[src/rtl/ifd_pkg.sv]
// Package: shared constants and the per-class shape record for the fetch decoder.
// Assumes a 4-bit class code taken from the upper nibble of the opcode byte.
package ifd_pkg;

    localparam logic [3:0] OP_HALT  = 4'h0;
    localparam logic [3:0] OP_NOP   = 4'h1;
    localparam logic [3:0] OP_RRMOV = 4'h2;
    localparam logic [3:0] OP_IRMOV = 4'h3;
    localparam logic [3:0] OP_RMMOV = 4'h4;
    localparam logic [3:0] OP_MRMOV = 4'h5;
    localparam logic [3:0] OP_ALU   = 4'h6;
    localparam logic [3:0] OP_JUMP  = 4'h7;
    localparam logic [3:0] OP_CALL  = 4'h8;
    localparam logic [3:0] OP_RET   = 4'h9;
    localparam logic [3:0] OP_PUSH  = 4'hA;
    localparam logic [3:0] OP_POP   = 4'hB;

    localparam logic [3:0] NO_REG   = 4'h8;

    // Shape of one instruction: which optional parts follow the opcode byte.
    typedef struct packed {
        logic       has_reg;
        logic       has_const;
        logic       bad;
        logic [3:0] len;
    } shape_t;

endpackage

[src/rtl/ifd_shape.sv]
// Module: ifd_shape
// Maps a class code to the instruction layout (register byte, constant, length).
// Assumes a WORD_BYTES-wide constant; lengths are derived from it.
module ifd_shape #(
    parameter int WORD_BYTES = 4
) (
    input  logic [3:0]      op_class,
    output ifd_pkg::shape_t shape
);
    import ifd_pkg::*;

    localparam logic [3:0] LEN_SHORT = 4'd1;
    localparam logic [3:0] LEN_REG   = 4'd2;
    localparam logic [3:0] LEN_JUMP  = 4'(1 + WORD_BYTES);
    localparam logic [3:0] LEN_FULL  = 4'(2 + WORD_BYTES);

    // Classify the opcode into its layout.
    always_comb begin
        shape = '{has_reg: 1'b0, has_const: 1'b0, bad: 1'b0, len: LEN_SHORT};
        case (op_class)
            OP_HALT, OP_NOP, OP_RET: ;
            OP_RRMOV, OP_ALU, OP_PUSH, OP_POP: begin
                shape.has_reg = 1'b1;
                shape.len     = LEN_REG;
            end
            OP_IRMOV, OP_RMMOV, OP_MRMOV: begin
                shape.has_reg   = 1'b1;
                shape.has_const = 1'b1;
                shape.len       = LEN_FULL;
            end
            OP_JUMP, OP_CALL: begin
                shape.has_const = 1'b1;
                shape.len       = LEN_JUMP;
            end
            default: shape.bad = 1'b1;
        endcase
    end

endmodule

[src/rtl/ifd_fields.sv]
// Module: ifd_fields
// Extracts register selectors and the little-endian constant from the bytes
// after the opcode. Assumes TAIL_BYTES >= WORD_BYTES + 1.
module ifd_fields #(
    parameter int TAIL_BYTES = 5,
    parameter int WORD_BYTES = 4
) (
    input  logic [8*TAIL_BYTES-1:0] tail,
    input  logic                    has_reg,
    input  logic                    has_const,
    output logic [3:0]              reg_a,
    output logic [3:0]              reg_b,
    output logic [8*WORD_BYTES-1:0] imm
);
    import ifd_pkg::*;

    localparam int WORD_W = 8 * WORD_BYTES;

    logic [7:0]        tb [TAIL_BYTES];
    logic [WORD_W-1:0] imm_after_reg;
    logic [WORD_W-1:0] imm_direct;

    genvar g;
    generate
        for (g = 0; g < TAIL_BYTES; g++) begin : g_split
            assign tb[g] = tail[8*g +: 8];
        end
        for (g = 0; g < WORD_BYTES; g++) begin : g_word
            assign imm_direct[8*g +: 8]    = tb[g];
            assign imm_after_reg[8*g +: 8] = tb[g + 1];
        end
    endgenerate

    // Register selectors from the first tail byte, or the no-register code.
    always_comb begin
        reg_a = has_reg ? tb[0][7:4] : NO_REG;
        reg_b = has_reg ? tb[0][3:0] : NO_REG;
    end

    // Constant position depends on whether a register byte precedes it.
    always_comb begin
        if (!has_const)   imm = '0;
        else if (has_reg) imm = imm_after_reg;
        else              imm = imm_direct;
    end

endmodule

[src/rtl/ifd_pc_reg.sv]
// Module: ifd_pc_reg
// Program counter register with synchronous active-low reset and load enable.
module ifd_pc_reg #(
    parameter int              ADDR_W   = 32,
    parameter logic [ADDR_W-1:0] RESET_PC = '0
) (
    input  logic              clk,
    input  logic              rst_n,
    input  logic              load,
    input  logic [ADDR_W-1:0] pc_in,
    output logic [ADDR_W-1:0] pc
);

    // Hold, reset or load the counter.
    always_ff @(posedge clk) begin
        if (!rst_n)    pc <= RESET_PC;
        else if (load) pc <= pc_in;
    end

    assert_pc_reset_R1: assert property (@(posedge clk)
        $rose(rst_n) |-> pc == RESET_PC);

    assert_pc_load_R2: assert property (@(posedge clk) disable iff (!rst_n)
        $past(rst_n) && $past(load) |-> pc == $past(pc_in));

    assert_pc_hold_R2: assert property (@(posedge clk) disable iff (!rst_n)
        $past(rst_n) && !$past(load) |-> $stable(pc));

endmodule

[src/rtl/ifetch_decode.sv]
// Module: ifetch_decode (top)
// Holds the PC and decodes the first instruction of the byte window read at it.
// Assumes the window is WIN_BYTES bytes, byte 0 in the lowest bits.
module ifetch_decode #(
    parameter int                ADDR_W     = 32,
    parameter int                WORD_BYTES = 4,
    parameter int                WIN_BYTES  = 6,
    parameter logic [ADDR_W-1:0] RESET_PC   = '0
) (
    input  logic                    clk,
    input  logic                    rst_n,
    input  logic                    pc_load,
    input  logic [ADDR_W-1:0]       pc_next,
    input  logic [8*WIN_BYTES-1:0]  fetch_win,
    output logic [ADDR_W-1:0]       pc,
    output logic [3:0]              op_class,
    output logic [3:0]              op_func,
    output logic [3:0]              reg_a,
    output logic [3:0]              reg_b,
    output logic [8*WORD_BYTES-1:0] imm,
    output logic [ADDR_W-1:0]       seq_pc,
    output logic                    bad_op
);
    import ifd_pkg::*;

    localparam int TAIL_BYTES = WIN_BYTES - 1;

    shape_t shape;

    ifd_pc_reg #(.ADDR_W(ADDR_W), .RESET_PC(RESET_PC)) u_pc (
        .clk   (clk),
        .rst_n (rst_n),
        .load  (pc_load),
        .pc_in (pc_next),
        .pc    (pc)
    );

    // Opcode byte split into class and function.
    always_comb begin
        op_class = fetch_win[7:4];
        op_func  = fetch_win[3:0];
    end

    ifd_shape #(.WORD_BYTES(WORD_BYTES)) u_shape (
        .op_class (op_class),
        .shape    (shape)
    );

    ifd_fields #(.TAIL_BYTES(TAIL_BYTES), .WORD_BYTES(WORD_BYTES)) u_fields (
        .tail      (fetch_win[8*WIN_BYTES-1:8]),
        .has_reg   (shape.has_reg),
        .has_const (shape.has_const),
        .reg_a     (reg_a),
        .reg_b     (reg_b),
        .imm       (imm)
    );

    // Next sequential address, wrapping at the address width.
    always_comb begin
        seq_pc = pc + ADDR_W'(shape.len);
        bad_op = shape.bad;
    end

    assert_bad_len_R9: assert property (@(posedge clk) disable iff (!rst_n)
        bad_op |-> seq_pc == pc + 1);

    assert_bad_fields_R5: assert property (@(posedge clk) disable iff (!rst_n)
        bad_op |-> (reg_a == NO_REG && reg_b == NO_REG));

    assert_no_imm_R8: assert property (@(posedge clk) disable iff (!rst_n)
        (op_class == OP_NOP || op_class == OP_RET || bad_op) |-> imm == '0);

    assert_jump_len_R4: assert property (@(posedge clk) disable iff (!rst_n)
        (op_class == OP_JUMP || op_class == OP_CALL) |->
            (seq_pc - pc) == ADDR_W'(1 + WORD_BYTES));

endmodule

[config.mk]
export PLATFORM = sky130hd
export DESIGN_NAME = ifetch_decode
export DESIGN_NICKNAME = d
export VERILOG_FILES = /design/src/rtl/ifd_pkg.sv /design/src/rtl/ifd_shape.sv /design/src/rtl/ifd_fields.sv /design/src/rtl/ifd_pc_reg.sv /design/src/rtl/ifetch_decode.sv
export SDC_FILE = /design/constraint.sdc
export NUM_CORES = 1
export LEC_CHECK = 0
export ABC_AREA = 1
export BUFFER_PORTS_ARGS = -buffer_cell sky130_fd_sc_hd__buf_2
export CORE_UTILIZATION = 41
export DETAILED_ROUTE_END_ITERATION = 10
export GPL_TIMING_DRIVEN = 0
export PLACE_DENSITY_LB_ADDON = 0.15
export SLEW_MARGIN = 25
export SYNTH_ARGS = -nofsm -noshare
export SYNTH_HDL_FRONTEND = slang
export SYNTH_SLANG_ARGS = --single-unit
[constraint.sdc]
create_clock -name clk -period 3.9 [get_ports clk]
set_input_delay 0.78 -clock clk [delete_from_list [all_inputs] [get_ports clk]]
set_output_delay 0.78 -clock clk [all_outputs]
set_load 0.005 [all_outputs]
==> metrics.cfg <==
[run_status]
outcome = complete, no violations

[setup_path]
regToRegStartpoint = u_pc.pc[25]
crit_fanout = 10
end_kind = output port
crit_start = fetch_win[6]
path_cells = buf_2 -> inv_1 -> nor2_2 -> nand2_1 -> o21ai_2 -> clkbuf_4 -> inv_1 -> ha_1 -> inv_1 -> fa_2 -> inv_1 -> nand3_1 -> nand2_4 -> nand2_4 -> nor2_4 -> nand2_1 -> nand2_1 -> nand2_1 -> buf_2
crit_slowest_cell = fa_2
reg2reg_slack_ns = 3.13
start_kind = input port
critPathRequiredTime_ns = 3.12
critical_path_class = in -> out
cpPeakStageDelay_ns = 0.35
arrival_ns = 2.98

[die]
start_util_pct = 43.7
dieArea_sq_mm = 0.00682
ios = 196
die_y_microns = 82.6
die_x_microns = 82.6
fp-row-count = 28
coreArea_sq_mm = 0.00610

[yosys]
ys_warn_count = 0
syn-num-nets = 563
ys_seq_area_share_pct = 24.1
ys_types = 28
netlist_area_sq_mm = 0.00266
synth_top_cell_area_share_pct = 24.4
synthCells = 476
yosys_register_bits = 32
synth.area.top_cells = nor2_1 (24%), dfxtp_1 (24%), nand2_1 (14%)
synth_top_area_cell = nor2_1
syn_avg_cell_area_sq_um = 5.59

[clock_network]
holdBufCountCts = 0
root_buffer = clkbuf_8
cts.sinks = 32
htree_levels = 2
clk_latency_ns = 0.28
cts_buffers = 5
cts_tree = done
clk_pin_slew_ns = 0.07
clockBufferDepth = 2

[sta]
tightest_slew_ns = 0.532
max_freq_ghz = 0.266
post-route-period-util_pct = 96.3
finalCriticalPeriod_ns = 3.76
setup_viol = 0
fin_ws_ns = 0.145
hold_viol = 0
max_slew_margin_pct = 64.5
finClkSkew_ns = 0
drv_slew = 0

[power_and_ir_drop]
leakagePower_nw = 2.10
p_seq_share_pct = 39.4
p_int_mw = 0.639
switching_power_mw = 0.333
swShare_pct = 34.2
powerDensity_mw_per_mm2 = 252
ir_worst_vdd_v = 0.000141
finalPower_mw = 0.972
clock_power_share_pct = 28.4
comb_power_share_pct = 32.1

[worst_hold_path]
min_path_type = reg -> reg
hold_start = u_pc.pc[2]

[layout]
final_core_util_pct = 63.2
fin_nets = 760
top_register = u_pc.pc
largest_register_ffs = 32
seq_area_sq_um = 641
n_antenna_cell = 0
fillers = 627
synthToLayoutAreaGrowth_pct = 44.9
multi_input_area_sq_mm = 0.00182
fin_area_sq_mm = 0.00385
top_regs = u_pc.pc: 32 flops
drive_gt1_share_pct = 34.6

[detailed_routing]
drc = 0
num_vias = 3756
routed_wl_microns = 10200
post_drt_wl_per_cell_microns = 13.7
drtAntennaViolNets = 0
drtIter0Drc = 169
first_pass_iters = 5
viasPerCell = 5.01

[placement]
post-place-ws_ns = -0.125
io_buffer_count = 190
place_area_sq_mm = 0.00371
dp_hpwl_microns = 8380
place_congestion = 0.913

[grt]
grt_usage_pct = 28.4
grt_pass1_vias = 3159
grt_overflow = 0
antenna_found_initial = 0
grt_pass1_wl_microns = 14500
grt_max_degree = 11

[run]
drv_cap = 0

==> cell usage in the layout, fill, tap and decap left out, drive strengths merged <==
master and count:
clkinv 1, or2 3, ha 3, clkinvlp 1
clkbuf 17, inv 26, nand3b 12, nand3 8
o21ai 66, fa 1, buf 207, xor2 7
nor2 176, a21oi 7, dfxtp 32, nand2 96
xnor2 8, o211ai 1, nor3 2
==> final timing paths <==
check                                    to  cells past startpoint
worst max register to register  u_pc.pc[25]                      2
worst max-delay path             seq_pc[30]                     19
worst min register to register   u_pc.pc[2]                      2
worst min-delay path             u_pc.pc[2]                      2
==> per-stage QoR <==
| stage | instances | setup TNS (ns) | hold slack [ns] |
|---|---|---|---|
| finish | 749 | 0 | 0.527 |
| global route | 749 | -0.00925 | 0.554 |
| CTS | 749 | -0.0794 | 0.533 |
| detailed placement | 741 | -0.218 | 0.518 |
| global placement | 741 | -0.176 | 0.509 |
| floorplan | 476 | 0 | 0.502 |
==> cells in the mapped netlist (all sizes together) <==
master    n
dfxtp    32
xor2      7
nand3     8
ha        3
inv      26
nand2    96
nor2    176
xnor2     8
clkbuf    9
o21ai    66
nand3b   12
or2       3
o211ai    1
clkinv    1
buf      18
nor3      2
a21oi     7
fa        1
==> final cells by class <==
class,count,share of cell area (%)
clock inverter,1,0.195
clock buffer,7,2.24
inverter,27,2.63
timing repair buffer,191,24.9
tap,75,2.43
multi-input combinational,390,47.2
buffer,26,3.86
sequential,32,16.6
==> routing by layer <==
metal  vias to the layer above  wire length (microns)  global-route usage, %
met1                      1699                   4300                   34.0
met4                         0                    159                   7.59
met3                        16                    672                   4.95
li1                       1886                      -                      -
met2                       155                   5100                   51.6
met5                         -                      0                      0
==> what timing repair did <==
action	CTS	global route
buffers inserted	0	1
resized for setup	2	11
endpoints found under the hold margin	0	0
setup endpoints to repair	4	11
pin swaps	0	2
==> power by group through the flow <==
stage / registers [mW] / clock network, mW / logic (mW)
6_report: 0.383 / 0.276 / 0.312
5_1_grt: 0.387 / 0.295 / 0.354
4_1_cts: 0.382 / 0.282 / 0.312
3_5_place_dp: 0.390 / 0 / 0.311
3_3_place_gp: 0.390 / 0 / 0.306
2_1_floorplan: 0.383 / 0 / 0.150
==> kinds of logic after synthesis <==
| logic type | synth area share [%] |
|---|---|
| flip-flops | 24.1 |
| XOR/XNOR | 4.94 |
| buffers and inverters | 9.50 |
| adder cells (fa/ha/maj) | 2.16 |
| AO/OA/AOI/OAI | 14.3 |
| AND/OR/NAND/NOR | 45.0 |
==> critical path: cells and delay by family <==
family	cells	cell delay [ns]
AO/OA/AOI/OAI	1	0.12
AND/OR/NAND/NOR	9	0.82
adder cells (fa/ha/maj)	2	0.51
buffers and inverters	7	0.72
Note: power is estimated with default switching activity, not from simulation.
